**config.mk**
```make
export PLATFORM = sky130hd
export DESIGN_NAME = sha2r_core
export DESIGN_NICKNAME = d
export VERILOG_FILES = /design/src/rtl/sha2r_pkg.sv /design/src/rtl/sha2r_lanes.sv /design/src/rtl/sha2r_round.sv /design/src/rtl/sha2r_core.sv
export SDC_FILE = /design/constraint.sdc
export NUM_CORES = 1
export LEC_CHECK = 0
export BUFFER_PORTS_ARGS = -buffer_cell sky130_fd_sc_hd__buf_2
export CAP_MARGIN = 20
export CORE_AREA = 2 2 203 205
export CTS_CLUSTER_DIAMETER = 80
export DETAILED_ROUTE_END_ITERATION = 10
export DIE_AREA = 0 0 205 207
export PLACE_DENSITY_LB_ADDON = 0.12
export SLEW_MARGIN = 20
export SYNTH_ARGS = -nofsm -noshare
export SYNTH_HDL_FRONTEND = slang
export SYNTH_SLANG_ARGS = --single-unit
```
**constraint.sdc**
```tcl
create_clock -name clk -period 14.7 [get_ports clk]
set_input_delay 0.735 -clock clk [delete_from_list [all_inputs] [get_ports clk]]
set_output_delay 0.735 -clock clk [all_outputs]
set_load 0.01 [all_outputs]
```
**src/rtl/sha2r_pkg.sv**
```systemverilog
package sha2r_pkg;
  localparam int WORD_W = 32;
  localparam int LANES  = 4;

  typedef logic [WORD_W-1:0] word_t;

  typedef struct packed {
    word_t a, b, c, d, e, f, g, h;
  } state_t;

  function automatic word_t rotr(input word_t x, input int n);
    return (x >> n) | (x << (WORD_W - n));
  endfunction

  function automatic word_t big_s0(input word_t x);
    return rotr(x, 2) ^ rotr(x, 13) ^ rotr(x, 22);
  endfunction

  function automatic word_t big_s1(input word_t x);
    return rotr(x, 6) ^ rotr(x, 11) ^ rotr(x, 25);
  endfunction

  function automatic word_t choose(input word_t x, input word_t y, input word_t z);
    return (x & y) ^ (~x & z);
  endfunction

  function automatic word_t major(input word_t x, input word_t y, input word_t z);
    return (x & y) ^ (x & z) ^ (y & z);
  endfunction
endpackage

```
**src/rtl/sha2r_lanes.sv**
```systemverilog
module sha2r_lanes
  import sha2r_pkg::*;
(
  input  logic [LANES*WORD_W-1:0] abef_in,
  input  logic [LANES*WORD_W-1:0] cdgh_in,
  input  state_t                  st_res,
  output state_t                  st_init,
  output logic [LANES*WORD_W-1:0] abef_res
);
  localparam int L3 = 3 * WORD_W;
  localparam int L2 = 2 * WORD_W;
  localparam int L1 = WORD_W;

  always_comb begin
    st_init.a = abef_in[L3 +: WORD_W];
    st_init.b = abef_in[L2 +: WORD_W];
    st_init.e = abef_in[L1 +: WORD_W];
    st_init.f = abef_in[0  +: WORD_W];
    st_init.c = cdgh_in[L3 +: WORD_W];
    st_init.d = cdgh_in[L2 +: WORD_W];
    st_init.g = cdgh_in[L1 +: WORD_W];
    st_init.h = cdgh_in[0  +: WORD_W];
    abef_res  = {st_res.a, st_res.b, st_res.e, st_res.f};
  end
endmodule

```
**src/rtl/sha2r_round.sv**
```systemverilog
module sha2r_round
  import sha2r_pkg::*;
(
  input  state_t st_in,
  input  word_t  wk,
  output state_t st_out
);
  word_t t_e, t_a;

  always_comb begin
    t_e = st_in.h + big_s1(st_in.e) + choose(st_in.e, st_in.f, st_in.g) + wk;
    t_a = big_s0(st_in.a) + major(st_in.a, st_in.b, st_in.c);
    st_out.a = t_e + t_a;
    st_out.b = st_in.a;
    st_out.c = st_in.b;
    st_out.d = st_in.c;
    st_out.e = st_in.d + t_e;
    st_out.f = st_in.e;
    st_out.g = st_in.f;
    st_out.h = st_in.g;
  end

  // new A and new E differ only by S0+Maj minus old D (mod 2^32)
  always_comb begin
    a_r4_a_e_gap: assert (st_out.a - st_out.e ==
                          big_s0(st_in.a) + major(st_in.a, st_in.b, st_in.c) - st_in.d);
  end
endmodule

```
**src/rtl/sha2r_core.sv**
```systemverilog
module sha2r_core
  import sha2r_pkg::*;
#(
  parameter int ROUNDS = 2
) (
  input  logic         clk,
  input  logic         rst,
  input  logic         valid_in,
  input  logic [127:0] abef_in,
  input  logic [127:0] cdgh_in,
  input  logic [127:0] wk_in,
  output logic         valid_out,
  output logic [127:0] abef_out
);
  localparam int OPND_W = LANES * WORD_W;

  state_t             stage [ROUNDS+1];
  logic [OPND_W-1:0]  abef_next;
  logic [OPND_W-1:0]  abef_q;
  logic               vld_q;

  sha2r_lanes u_lanes (
    .abef_in  (abef_in),
    .cdgh_in  (cdgh_in),
    .st_res   (stage[ROUNDS]),
    .st_init  (stage[0]),
    .abef_res (abef_next)
  );

  for (genvar gi = 0; gi < ROUNDS; gi++) begin : g_rnd
    sha2r_round u_rnd (
      .st_in  (stage[gi]),
      .wk     (wk_in[gi*WORD_W +: WORD_W]),
      .st_out (stage[gi+1])
    );
  end

  // named internal events for the checks below
  word_t penult_a, penult_e;
  assign penult_a = stage[ROUNDS-1].a;
  assign penult_e = stage[ROUNDS-1].e;

  always_ff @(posedge clk) begin
    if (rst) vld_q <= 1'b0;
    else     vld_q <= valid_in;
    if (valid_in) abef_q <= abef_next;
  end

  assign valid_out = vld_q;
  assign abef_out  = abef_q;

  a_r7_valid_follows: assert property (@(posedge clk) disable iff (rst)
    valid_in |=> valid_out);
  a_r7_valid_drops: assert property (@(posedge clk) disable iff (rst)
    !valid_in |=> !valid_out);
  a_r8_idle_hold: assert property (@(posedge clk) disable iff (rst)
    !valid_in |=> $stable(abef_out));
  a_r5_b_is_prev_a: assert property (@(posedge clk) disable iff (rst)
    valid_in |=> abef_out[95:64] == $past(penult_a));
  a_r5_f_is_prev_e: assert property (@(posedge clk) disable iff (rst)
    valid_in |=> abef_out[31:0] == $past(penult_e));
endmodule

```
==> impl_metrics.yaml <==
outcome:
  status: "complete, no violations"
clock_network:
  cts_root_buffer: "clkbuf_16"
  path_clk_slew_ns: 0.06
  numCtsBuffers: 17
  post_cts_resized: 0
  cts_buffer_depth: 2
  postCtsSetupBuffers: 0
  ctsHoldBuffers: 0
  cts.sinks: 129
  cts_max_level: 4
  cts_tree: "built"
grt:
  grt-ovfl-total: 0
  antenna_found_initial: 4
  grt_pass1_wl_um: 113000
  grt_pass1_vias: 19000
  grt_max_degree: 79
  grt_use_total_pct: 36.4
route:
  drt-initial-drc-count: 1311
  vias: 18800
  drt_first_pass_iters: 5
  drt-vias-per-instance: 5.56
  drt-total-wl_um: 77400
  ant_nets: 0
  wl_per_cell_um: 22.9
  drc_errors: 0
floorplan:
  die-height_um: 207
  die_width_um: 205
  row_count: 74
  ios: 516
  coreArea_um2: 40400
  initial_utilization_pct: 53.1
  die-area_um2: 42400
job:
  maxCapViolations: 0
worst_hold_path:
  hp-class: "in -> reg"
  min_path_cells: 2
  hold_start: "rst"
  worstHoldEndpoint: "valid_out"
setup_path:
  cp_common_cell: "a21oi_1"
  critPathLaunchType: "input port"
  crit_type: "in -> reg"
  slowest_delay_ns: 0.49
  cp_data_arrival_time_ns: 14.17
  worst_setup_path_end_kind: "register"
  crit_required_ns: 14.91
  worst-path-max-fanout: 5
  crit_slowest_cell: "fa_1"
yosys:
  synthArstFlopShare_pct: 0
  synth_warnings: 0
  syn_nets: 3095
  synth-edff-count: 128
  ys_ff_latch: 129
  synth_cells: 2332
  ys_types: 74
  postSynthAreaPerCell_um2: 9.18
  syn_area_um2: 21400
  ys_seq_area_share_pct: 18.0
  synth_flop_cell: "edfxtp_1"
sta:
  rsz0062_at_grt: "false"
  fmax_ghz: 0.0716
  slew_headroom_pct: 24.1
  tightestPinTransition_ns: 1.13
  setup_viol: 0
  slew_viol_final: 0
  hold_viol: 0
  fin_crit_sh_pct: 95.0
  finalSetupTns_ns: 0
  period_needed_ns: 13.96
placement:
  port_buffers: 451
  post-dp-hpwl_um: 67300
  placed_area_um2: 24900
  gp_congestion: 1.01
cells_and_area:
  final_nets: 3598
  drive_gt1_share_pct: 21.8
  syn_to_final_growth_pct: 18.7
  design_area_um2: 25400
==> layout by cell type, fill, tap and decap left out, types with 7 or more instances in the layout <==
cell,n
edfxtp_1,128
mux2i_1,42
o21a_1,25
o21bai_1,27
a21o_1,93
and3_1,14
xor2_1,143
nand2_1,74
buf_4,104
xnor2_1,283
ha_1,186
maj3_1,29
a31oi_1,9
nand4_1,14
and2_1,8
nand2b_1,22
o211ai_1,7
nor3_1,30
o21ai_0,123
nor2_1,78
mux2_2,13
a211o_1,9
fa_1,190
nand3_1,26
a21oi_1,128
or3_1,8
buf_2,450
clkbuf_16,17
a211oi_1,14
nor2b_1,19
inv_1,425
==> cells by family (layout without fill, tap and decap cells) <==
logic type,count (synthesis),in the layout,share of synthesized area [%]
AO/OA/AOI/OAI,506,506,15.4
buffers and inverters,495,1011,8.68
XOR/XNOR,433,433,18.1
adder cells (fa/ha/maj),406,406,30.0
AND/OR/NAND/NOR,308,308,7.05
flip-flops,129,129,18.0
multiplexers,55,55,2.65
other,0,1,0
==> cell usage after synthesis, drive strengths merged (7+ instances only) <==
| master | n | area, um2 |
|---|---|---|
| mux2i | 42 | 420 |
| ha | 186 | 2330 |
| o211ai | 7 | 52.6 |
| edfxtp | 128 | 3840 |
| clkbuf | 69 | 259 |
| and2 | 8 | 50.1 |
| a31oi | 10 | 77.6 |
| nand2b | 22 | 138 |
| o21a | 25 | 188 |
| a211o | 9 | 78.8 |
| nand3 | 26 | 130 |
| o21ai | 127 | 636 |
| and3 | 14 | 87.6 |
| inv | 425 | 1600 |
| or3 | 8 | 50.1 |
| nor2b | 19 | 119 |
| o21bai | 27 | 203 |
| a21o | 93 | 698 |
| maj3 | 30 | 302 |
| nand4 | 14 | 87.6 |
| fa | 190 | 3800 |
| nor2 | 78 | 293 |
| xor2 | 143 | 1250 |
| a211oi | 15 | 118 |
| a21oi | 128 | 641 |
| mux2 | 13 | 146 |
| nand2 | 74 | 278 |
| xnor2 | 284 | 2490 |
| nor3 | 31 | 166 |
==> metrics by stage <==
step                      cells  hold WS (ns)  worst slack (ns)  util (%)
after floorplan            2332         0.807              2.10         -
after detailed placement   3348         0.895             0.337      61.6
after global routing       3381         0.413           0.00547      63.0
after CTS                  3380         0.399             0.793      63.0
final                      3381         0.426             0.739      63.0
after global placement     3348         0.892             0.469      61.6
==> final cells by class <==
type,instances,area (um2)
antenna,1,2.50
clock buffer,19,443
clock inverter,13,126
fill,3552,14900
inverter,425,1600
multi-input combinational,1708,15700
sequential,129,3860
tap,532,666
timing repair buffer,554,3030
==> critical path, delay by kind of cell <==
kind	cells	cell delay, ns
compound gates	26	5.41
simple gates	7	1.08
buf+inv	6	0.95
fa+ha+maj	10	3.93
xor+xnor	9	2.06
==> routing by layer <==
| layer | routed length [um] | vias to the layer above | track usage (%) |
|---|---|---|---|
| met5 | 29 | - | 0 |
| met4 | 3990 | 4 | 17.4 |
| met3 | 5190 | 177 | 3.78 |
| met2 | 36700 | 886 | 61.5 |
| met1 | 31500 | 8971 | 46.6 |
| li1 | - | 8753 | - |
==> worst max path at each step <==
stage | startpoint | endpoint | slack, ns | depth (start not counted)
2_1_floorplan | abef_in[44] | abef_out[127] | 2.10 | 52
3_3_place_gp | abef_in[45] | abef_out[127] | 0.47 | 57
3_5_place_dp | abef_in[45] | abef_out[127] | 0.34 | 58
4_1_cts | abef_in[45] | abef_out[127] | 0.79 | 58
5_1_grt | abef_in[45] | abef_out[127] | 0.005 | 58
6_report | abef_in[45] | abef_out[127] | 0.74 | 58
==> flip-flops by register name, summed over array words and instances (netlist names) <==
signal / count
valid_out: 1
abef_out: 128
Power is left out: the tool's default activity adds up to more than one toggle a clock period on the data nets, which glitch-free logic cannot reach.
